## src/rtl/slot_demod_pkg.sv

```systemverilog
package slot_demod_pkg;

    typedef enum logic [1:0] {
        PH_IDLE = 2'd0,
        PH_TURN = 2'd1,
        PH_SLOT = 2'd2
    } phase_e;

endpackage

```

## src/rtl/sd_level_sync.sv

```systemverilog
// Synchronises the asynchronous receive level and flags any change of it.
module sd_level_sync #(
    parameter int STAGES = 2
) (
    input  logic clk,
    input  logic rst_n,
    input  logic level_i,
    output logic edge_o
);
    typedef struct packed {
        logic [STAGES-1:0] chain;
        logic              prev;
    } sync_t;

    sync_t s_d, s_q;

    always_comb begin
        s_d       = s_q;
        s_d.chain = {s_q.chain[STAGES-2:0], level_i};
        s_d.prev  = s_q.chain[STAGES-1];
    end

    always_ff @(posedge clk or negedge rst_n) begin
        if (!rst_n) s_q <= '0;
        else        s_q <= s_d;
    end

    assign edge_o = s_q.chain[STAGES-1] ^ s_q.prev;
endmodule

```

## src/rtl/sd_edge_tally.sv

```systemverilog
// Saturating per-slot edge counter and window decision.
module sd_edge_tally #(
    parameter int ONE_MIN = 20,
    parameter int ONE_MAX = 60,
    parameter int CNT_W   = $clog2(ONE_MAX) + 1
) (
    input  logic clk,
    input  logic rst_n,
    input  logic count_en_i,
    input  logic slot_last_i,
    input  logic edge_i,
    output logic bit_o
);
    localparam logic [CNT_W:0] SAT_VAL = (CNT_W+1)'((1 << CNT_W) - 1);

    logic [CNT_W-1:0] cnt_d, cnt_q;
    logic [CNT_W:0]   sum;
    logic [CNT_W-1:0] sat;

    always_comb begin
        sum = {1'b0, cnt_q} + (CNT_W+1)'(count_en_i & edge_i);
        sat = (sum > SAT_VAL) ? SAT_VAL[CNT_W-1:0] : sum[CNT_W-1:0];
        if (!count_en_i || slot_last_i) cnt_d = '0;
        else                            cnt_d = sat;
        bit_o = (sat > CNT_W'(ONE_MIN)) && (sat < CNT_W'(ONE_MAX));
    end

    always_ff @(posedge clk or negedge rst_n) begin
        if (!rst_n) cnt_q <= '0;
        else        cnt_q <= cnt_d;
    end
endmodule

```

## src/rtl/sd_phase_timer.sv

```systemverilog
// Cycle counter for the turnaround wait and for each bit slot.
module sd_phase_timer #(
    parameter int TMR_W = 9
) (
    input  logic             clk,
    input  logic             rst_n,
    input  logic             clr_i,
    output logic [TMR_W-1:0] count_o
);
    logic [TMR_W-1:0] t_d, t_q;

    always_comb begin
        t_d = clr_i ? '0 : t_q + TMR_W'(1);
    end

    always_ff @(posedge clk or negedge rst_n) begin
        if (!rst_n) t_q <= '0;
        else        t_q <= t_d;
    end

    assign count_o = t_q;
endmodule

```

## src/rtl/slot_edge_demod.sv

```systemverilog
module slot_edge_demod
    import slot_demod_pkg::*;
#(
    parameter int TURN_CYC = 660,
    parameter int SLOT_CYC = 200,
    parameter int ONE_MIN  = 20,
    parameter int ONE_MAX  = 60,
    parameter int MAX_BITS = 32,
    parameter int SYNC_STG = 2
) (
    input  logic                              clk,
    input  logic                              rst_n,
    input  logic                              start_i,
    input  logic [$clog2(MAX_BITS+1):0]       bit_count_i,
    input  logic                              decrypt_en_i,
    input  logic [MAX_BITS-1:0]               keystream_i,
    input  logic                              rx_level_i,
    output logic [MAX_BITS-1:0]               word_o,
    output logic                              valid_o,
    output logic                              busy_o
);
    localparam int BC_W   = $clog2(MAX_BITS+1) + 1;
    localparam int NB_W   = $clog2(MAX_BITS+1);
    localparam int IDX_W  = $clog2(MAX_BITS);
    localparam int TMR_MX = (TURN_CYC > SLOT_CYC) ? TURN_CYC : SLOT_CYC;
    localparam int TMR_W  = $clog2(TMR_MX + 1);
    localparam int CNT_W  = $clog2(ONE_MAX) + 1;

    typedef struct packed {
        phase_e              phase;
        logic [IDX_W-1:0]    idx;
        logic [NB_W-1:0]     nbits;
        logic [MAX_BITS-1:0] key;
        logic [MAX_BITS-1:0] acc;
        logic [MAX_BITS-1:0] word;
        logic                valid;
    } st_t;

    st_t s_d, s_q;

    logic             rx_edge;
    logic             slot_bit;
    logic [TMR_W-1:0] tmr;
    logic             tmr_clr;
    logic             turn_end;
    logic             slot_end;
    logic [NB_W-1:0]  nb_clamped;
    logic [MAX_BITS-1:0] nb_mask;
    logic [MAX_BITS-1:0] acc_next;

    sd_level_sync #(.STAGES(SYNC_STG)) u_sync (
        .clk     (clk),
        .rst_n   (rst_n),
        .level_i (rx_level_i),
        .edge_o  (rx_edge)
    );

    sd_edge_tally #(.ONE_MIN(ONE_MIN), .ONE_MAX(ONE_MAX), .CNT_W(CNT_W)) u_tally (
        .clk         (clk),
        .rst_n       (rst_n),
        .count_en_i  (s_q.phase == PH_SLOT),
        .slot_last_i (slot_end),
        .edge_i      (rx_edge),
        .bit_o       (slot_bit)
    );

    sd_phase_timer #(.TMR_W(TMR_W)) u_timer (
        .clk     (clk),
        .rst_n   (rst_n),
        .clr_i   (tmr_clr),
        .count_o (tmr)
    );

    always_comb begin
        turn_end = (s_q.phase == PH_TURN) && (tmr == TMR_W'(TURN_CYC - 1));
        slot_end = (s_q.phase == PH_SLOT) && (tmr == TMR_W'(SLOT_CYC - 1));
        tmr_clr  = (s_q.phase == PH_IDLE) || turn_end || slot_end;

        if (bit_count_i > BC_W'(MAX_BITS)) nb_clamped = NB_W'(MAX_BITS);
        else                               nb_clamped = bit_count_i[NB_W-1:0];

        if (nb_clamped >= NB_W'(MAX_BITS)) nb_mask = '1;
        else nb_mask = (MAX_BITS'(1) << nb_clamped) - MAX_BITS'(1);

        acc_next = s_q.acc | (MAX_BITS'(slot_bit) << s_q.idx);

        s_d       = s_q;
        s_d.valid = 1'b0;
        unique case (s_q.phase)
            PH_IDLE: begin
                if (start_i) begin
                    s_d.phase = PH_TURN;
                    s_d.nbits = nb_clamped;
                    s_d.key   = decrypt_en_i ? (keystream_i & nb_mask) : '0;
                    s_d.acc   = '0;
                    s_d.idx   = '0;
                end
            end
            PH_TURN: begin
                if (turn_end) begin
                    if (s_q.nbits == '0) begin
                        s_d.phase = PH_IDLE;
                        s_d.word  = '0;
                        s_d.valid = 1'b1;
                    end else begin
                        s_d.phase = PH_SLOT;
                    end
                end
            end
            PH_SLOT: begin
                if (slot_end) begin
                    s_d.acc = acc_next;
                    if (NB_W'(s_q.idx) == s_q.nbits - NB_W'(1)) begin
                        s_d.phase = PH_IDLE;
                        s_d.word  = acc_next ^ s_q.key;
                        s_d.valid = 1'b1;
                    end else begin
                        s_d.idx = s_q.idx + IDX_W'(1);
                    end
                end
            end
            default: s_d.phase = PH_IDLE;
        endcase
    end

    always_ff @(posedge clk or negedge rst_n) begin
        if (!rst_n) begin
            s_q       <= '0;
            s_q.phase <= PH_IDLE;
        end else begin
            s_q <= s_d;
        end
    end

    assign word_o  = s_q.word;
    assign valid_o = s_q.valid;
    assign busy_o  = (s_q.phase != PH_IDLE);
endmodule

```

## config.mk

```make
export PLATFORM = sky130hd
export DESIGN_NAME = slot_edge_demod
export DESIGN_NICKNAME = d
export VERILOG_FILES = /design/src/rtl/slot_demod_pkg.sv /design/src/rtl/sd_level_sync.sv /design/src/rtl/sd_edge_tally.sv /design/src/rtl/sd_phase_timer.sv /design/src/rtl/slot_edge_demod.sv
export SDC_FILE = /design/constraint.sdc
export NUM_CORES = 1
export LEC_CHECK = 0
export ABC_AREA = 0
export ABC_CLOCK_PERIOD_IN_PS = 3700
export CORE_UTILIZATION = 40
export CTS_CLUSTER_DIAMETER = 50
export DETAILED_ROUTE_END_ITERATION = 7
export GPL_TIMING_DRIVEN = 1
export PLACE_DENSITY = 0.58
export SYNTH_ARGS = -nofsm -noshare
export SYNTH_HDL_FRONTEND = slang
export SYNTH_SLANG_ARGS = --single-unit
export TNS_END_PERCENT = 100
```

## constraint.sdc

```tcl
create_clock -name clk -period 3.7 [get_ports clk]
set_input_delay 0.555 -clock clk [delete_from_list [all_inputs] [get_ports clk]]
set_output_delay 0.555 -clock clk [all_outputs]
set_load 0.01 [all_outputs]
```

Word-level counts from Yosys, hierarchy flattened
Index checks and enable logic that the tools add are counted.
{"block": "totals", "latchBits": 0, "out_inout_bits": 34, "memories": 0, "ramBits": 0, "regBits": 130, "inputBits": 44, "wordCells": 76, "romBits": 0}
{"block": "classes", "addsub": 5, "shift": 2, "eq_ne": 11, "n_lt_le_gt_ge": 5, "div_mod_pow": 0, "bitwise": 5, "muxes": 20, "mul": 0, "reduce_logical": 17}
{"op": "$mux 33", "count": 3}
{"op": "$mux 77", "count": 1}
{"op": "$pmux 33 s2", "count": 1}
{"op": "$mux 65", "count": 1}
{"op": "$mux 32", "count": 2}
{"op": "$pmux 32 s2", "count": 1}
{"op": "$and 32x32->32", "count": 1}
{"op": "$or 32x32->32", "count": 1}
{"op": "$shl 1x5->32", "count": 1}
{"op": "$shl 1x6->32 const A", "count": 1}
{"op": "$sub 32x2->32 const B", "count": 1}
{"op": "$xor 32x32->32", "count": 1}
{"op": "$mux 7", "count": 3}
{"op": "$add 10x1->10 const B", "count": 1}
{"op": "$eq 10x10->1 const B", "count": 1}
{"op": "$eq 10x8->1 const B", "count": 1}
{"op": "$mux 10", "count": 1}
{"op": "$ne 2x2->1 const B", "count": 5}
{"op": "$pmux 5 s2", "count": 1}
{"op": "$add 7x8->8", "count": 1}
{"op": "$gt 8x7->1 const B", "count": 1}
{"op": "$reduce_and 4->1", "count": 2}
{"op": "$gt 7x5->1 const B", "count": 1}
{"op": "$gt 7x6->1 const B", "count": 1}
{"op": "23 further kinds", "count": 31}

Longest topological paths before layout
{"block": "depth", "depth_word": 13, "depth_mapped": 13, "ltp_nobuf": 11}

Hierarchy
A second synthesis with hierarchy kept.
{"block": "unflattened", "cells_unflattened": 745, "hier_area_um2": 7028.0}
{"module": "slot_edge_demod", "area_each_um2": 5977.0, "n_inst": 1, "cells_each": 639, "seq_area_each_um2": 2752.6}
{"module": "sd_edge_tally", "area_each_um2": 500.5, "n_inst": 1, "cells_each": 57, "seq_area_each_um2": 175.2}
{"module": "sd_phase_timer", "area_each_um2": 466.7, "n_inst": 1, "cells_each": 45, "seq_area_each_um2": 250.2}
{"module": "sd_level_sync", "area_each_um2": 83.8, "n_inst": 1, "cells_each": 4, "seq_area_each_um2": 75.1}

Worst setup path before layout
OpenSTA, ideal clock, no wires.
{"block": "synth_timing", "path_type": "register to register", "start": "register s_q[108] (netlist bit)", "end": "register s_q, in the netlist word_o[10]", "path_stages_with_launch": 14, "arrival_ns": 3.117, "setup_ns": 0.087, "period_less_slack_ns": 3.203, "required_ns": 3.613, "path_slack_ns": 0.497, "path_buffers": 2, "path_cell_list": "dfrtp_1 inv_1 ha_1 clkbuf_1 and2_1 ha_1 ha_1 a21bo_2 or4_1 o311a_1 o22ai_2 clkbuf_1 a21oi_1 o211ai_1"}
{"block": "synth_via", "elab_chain_cells": 13, "elab_cells_between_ends": 23, "cone_classes": "1 x add/sub; 3 x order compare; 6 x eq/ne; 1 x shift; 4 x mux; 3 x bitwise; 5 x reduce/logical"}
{"element": "start, declared", "line_no": "slot_edge_demod.sv:39", "rtl": "st_t s_d, s_q;"}
{"element": "$eq 2x2->1", "line_no": "slot_edge_demod.sv:61, slot_edge_demod.sv:76, slot_edge_demod.sv:89"}
{"element": "$and 1x1->1", "line_no": "sd_edge_tally.sv:21", "rtl": "sum = {1'b0, cnt_q} + (CNT_W+1)'(count_en_i & edge_i);"}
{"element": "$add 7x8->8", "line_no": "sd_edge_tally.sv:21"}
{"element": "$gt 8x7->1", "line_no": "sd_edge_tally.sv:22", "rtl": "sat = (sum > SAT_VAL) ? SAT_VAL[CNT_W-1:0] : sum[CNT_W-1:0];"}
{"element": "$mux 7", "line_no": "sd_edge_tally.sv:22"}
{"element": "$gt 7x5->1 or $lt 7x6->1 (tied branches)", "line_no": "sd_edge_tally.sv:25", "rtl": "bit_o = (sat > CNT_W'(ONE_MIN)) && (sat < CNT_W'(ONE_MAX));"}
{"element": "$logic_and 1x1->1", "line_no": "sd_edge_tally.sv:25"}
{"element": "$shl 1x5->32", "line_no": "slot_edge_demod.sv:85", "rtl": "acc_next = s_q.acc | (MAX_BITS'(slot_bit) << s_q.idx);"}
{"element": "$or 32x32->32", "line_no": "slot_edge_demod.sv:85"}
{"element": "$xor 32x32->32", "line_no": "slot_edge_demod.sv:115", "rtl": "s_d.word = acc_next ^ s_q.key;"}
{"element": "$mux 33", "line_no": "slot_edge_demod.sv:113", "rtl": "if (NB_W'(s_q.idx) == s_q.nbits - NB_W'(1)) begin"}
{"element": "$mux 65", "line_no": "slot_edge_demod.sv:111", "rtl": "if (slot_end) begin"}
{"element": "$pmux 33 s2", "line_no": "slot_edge_demod.sv:89", "rtl": "unique case (s_q.phase)"}
Parallel ways exist; a longest one is shown, timed or not. The select of a mux whose other input is x is not followed.
A chain may end at the register's enable or synchronous reset.

Worst setup path after layout
{"block": "layout_timing", "start": "register s_q[108] (netlist bit)", "end": "register s_q, in the netlist word_o[24]"}
The elaborated chain is that of the path after synthesis.

==> flow_summary.json <==
{
  "drive_gt1_frac": 0.0816,
  "cts_max_path_buffers": 2,
  "grt_start_max_net_pins": 91,
  "cts-root-buf": "clkbuf_16",
  "die-area_um2": 20700,
  "cts_setup_buffers": 0,
  "fin_nets": 1035,
  "fin_crit_sh": 0.842,
  "cts_max_level": 4,
  "hpwl_um": 16100,
  "cts-resized-gates": 0,
  "post-place-ws_ns": 0.354,
  "ys_seq_area_frac": 0.404,
  "synthesis.nets": 1011,
  "slowest_delay_ns": 0.42,
  "worstPathArrival_ns": 3.41,
  "core_area_um2": 19600,
  "synth_async_sr_flop_share": 1.00,
  "fmax_mhz": 321,
  "antenna_found_initial": 0,
  "rsz0062_at_grt": "no",
  "fin_crit_ns": 3.12,
  "dr.pass1.iters": 5,
  "timing.final.ws_setup_ns": 0.584,
  "critical-path-top-delay-family": "compound AO/OA/AOI/OAI gates",
  "ys_ff_latch": 130,
  "drt_iter0_drc": 613,
  "cts_tree": "built",
  "synthesis.area_um2": 8050,
  "p_leak_nw": 3.81,
  "maxSlewHeadroom": 0.220,
  "design_area_um2": 9410,
  "n_antenna_cell": 0,
  "synth.distinct_cells": 70,
  "yosys.area.top_type": "dfrtp_1",
  "status": "finished, final reports clean",
  "cp_cell_sequence": "inv_1 -> ha_1 -> and2_1 -> ha_1 -> ha_1 -> a21bo_2 -> or4_1 -> o311a_1 -> o22a_1 -> buf_4 -> o2111ai_1 -> o211ai_1",
  "cts_buffers": 17,
  "io_buffers": 77,
  "initial_utilization": 0.411,
  "crit_path_top_delay_cell": "or4_1",
  "route.detailed.drc": 0,
  "synthCells": 956,
  "grt_pass1_wl_um": 37500,
  "synth.top_cells.by_area": "dfrtp_1 (40%), a21oi_1 (4.9%), nand2_1 (4.5%)",
  "dpl_cell_area_um2": 8860,
  "maxSlewViolCount": 0,
  "path_depth": 12,
  "grt_pass1_vias": 6650,
  "wl_um": 23600,
  "final_hold_viol_count": 0,
  "peakVddDrop_mv": 0.294,
  "post_drt_wl_per_cell_um": 18.7,
  "drv_cap": 0,
  "hold_class": "in2async",
  "grt_util_all_layers": 0.239,
  "overflow": 0,
  "drtAntennaViolNets": 0,
  "crit_top_cell": "ha_1",
  "synth_top_flop_cell": "dfrtp_1",
  "fillers": 1914,
  "yosys_warnings": 0,
  "avgSynthCellArea_um2": 8.42,
  "setup_tns_ns": 0,
  "final-setup-viol-count": 0,
  "clock-sinks": 130,
  "dieWidth_um": 144,
  "synth_edf_count": 0,
  "critPathMaxFanout": 32,
  "reg2reg_depth": 12,
  "rows": 51,
  "cts-hold-fix-buffers": 0,
  "path_buf_inv": 2,
  "avgViaCountPerCell": 5.78,
  "crit_type": "reg2reg",
  "clock_latency_ns": 0.43,
  "synth_top_area_share": 0.404,
  "area_growth_pct": 17.0,
  "fin_worst_skew_ns": 0.0135,
  "cp-start-kind": "register",
  "clkTransAtPathRegs_ns": 0.06,
  "worst_setup_path_end_kind": "register",
  "crit_required_ns": 3.99,
  "worst_pin_slew_ns": 1.17,
  "boundaryPins": 78,
  "p_per_area_nw_per_um2": 342,
  "place.gp.congestion": 0.957,
  "vias": 7275,
  "die_y_um": 144
}
## synthesized netlist by cell type, drive strengths merged (3+ instances only)
master	number
a211oi	8
dfrtp	130
nor3b	4
and2	4
or3	6
xor2	9
a21oi	78
a32o	15
a21boi	3
a21o	4
or2b	6
a31oi	5
nand2b	31
o21ai	65
nor2b	8
and3	7
nand3	57
nand3b	9
nand4	7
clkbuf	52
or3b	3
mux2i	6
o22ai	4
nor4	7
nand2	98
ha	11
inv	48
nor3	7
o31ai	3
buf	44
xnor2	12
a22o	6
or2	9
nor2	86
o211ai	35
o2111ai	33
## layer usage
metal | global-route usage | up-vias | share of wire
met5 | 0 | - | 0
met4 | 0.0756 | 0 | 0.019
met3 | 0.0360 | 28 | 0.055
met2 | 0.362 | 267 | 0.45
met1 | 0.347 | 3531 | 0.47
li1 | - | 3449 | -
## cells in the final DEF, fill, tap and decap left out, types with 12 or more instances in the layout
master / count
o211ai_1: 35
buf_4: 21
o21ai_0: 35
o2111ai_1: 33
xnor2_1: 12
a32o_1: 15
a21oi_1: 77
dfrtp_1: 130
nand2_1: 97
nor2_1: 85
nand2b_1: 31
inv_1: 48
nand3_1: 57
clkbuf_16: 17
clkdlybuf4s50_1: 76
o21ai_1: 30
## worst paths after layout
path                       slack, ns            end          start
max                             0.58     word_o[24]       s_q[108]
min                             0.18        s_q[90]          rst_n
max reg2reg                     0.58     word_o[24]       s_q[108]
min reg2reg                     0.35  u_sync.s_d[0]  u_sync.s_d[2]
max in group asynchronous       2.78     word_o[20]          rst_n
min in group clk                0.35  u_sync.s_d[0]  u_sync.s_d[2]
## registers in the layout, indices dropped and copies added, names as in the netlist
register,cells
s_q,77
word_o,32
u_timer.count_o,10
u_tally.cnt_q,7
u_sync.s_d,2
u_sync.s_q,1
valid_o,1
## where the power goes
group          switching, mW  internal [mW]
Clock                  0.688          0.880
Combinational          0.125         0.0829
Sequential            0.0119           1.43
Total                  0.825           2.39
## per-stage QoR
| stage | util | hold WS [ns] | power (mW) | cells |
|---|---|---|---|---|
| after floorplan | - | 0.259 | 1.55 | 956 |
| after global placement | 0.453 | 0.337 | 1.68 | 1226 |
| after detailed placement | 0.453 | 0.339 | 1.68 | 1226 |
| after CTS | 0.480 | 0.251 | 3.25 | 1258 |
| after global routing | 0.480 | 0.273 | 3.33 | 1258 |
| final | 0.480 | 0.179 | 3.22 | 1258 |
## layout make-up
| cell class | instances | area [um^2] | area share |
|---|---|---|---|
| Inverter | 48 | 180 | 0.0191 |
| Clock inverter | 14 | 109 | 0.0116 |
| Clock buffer | 18 | 439 | 0.0467 |
| Tap cell | 265 | 332 | 0.0352 |
| Sequential cell | 130 | 3250 | 0.346 |
| Multi-Input combinational cell | 682 | 4110 | 0.437 |
| Timing Repair Buffer | 101 | 990 | 0.105 |
## worst reg2reg max path, cell delays in order (launching register included)
cell and delay (ns):
dfrtp_1 0.38, inv_1 0.11, ha_1 0.17, and2_1 0.15
ha_1 0.15, ha_1 0.26, a21bo_2 0.27, or4_1 0.42
o311a_1 0.17, o22a_1 0.23, buf_4 0.27, o2111ai_1 0.27
o211ai_1 0.13
## kinds of logic after synthesis
family                   share of synthesized area
AND/OR/NAND/NOR                              0.228
AO/OA/AOI/OAI                                0.230
buffers and inverters                       0.0874
flip-flops                                   0.404
XOR/XNOR                                    0.0229
adder cells (fa/ha/maj)                     0.0171
multiplexers                                0.0103
Note: power is estimated with default switching activity, not from simulation.
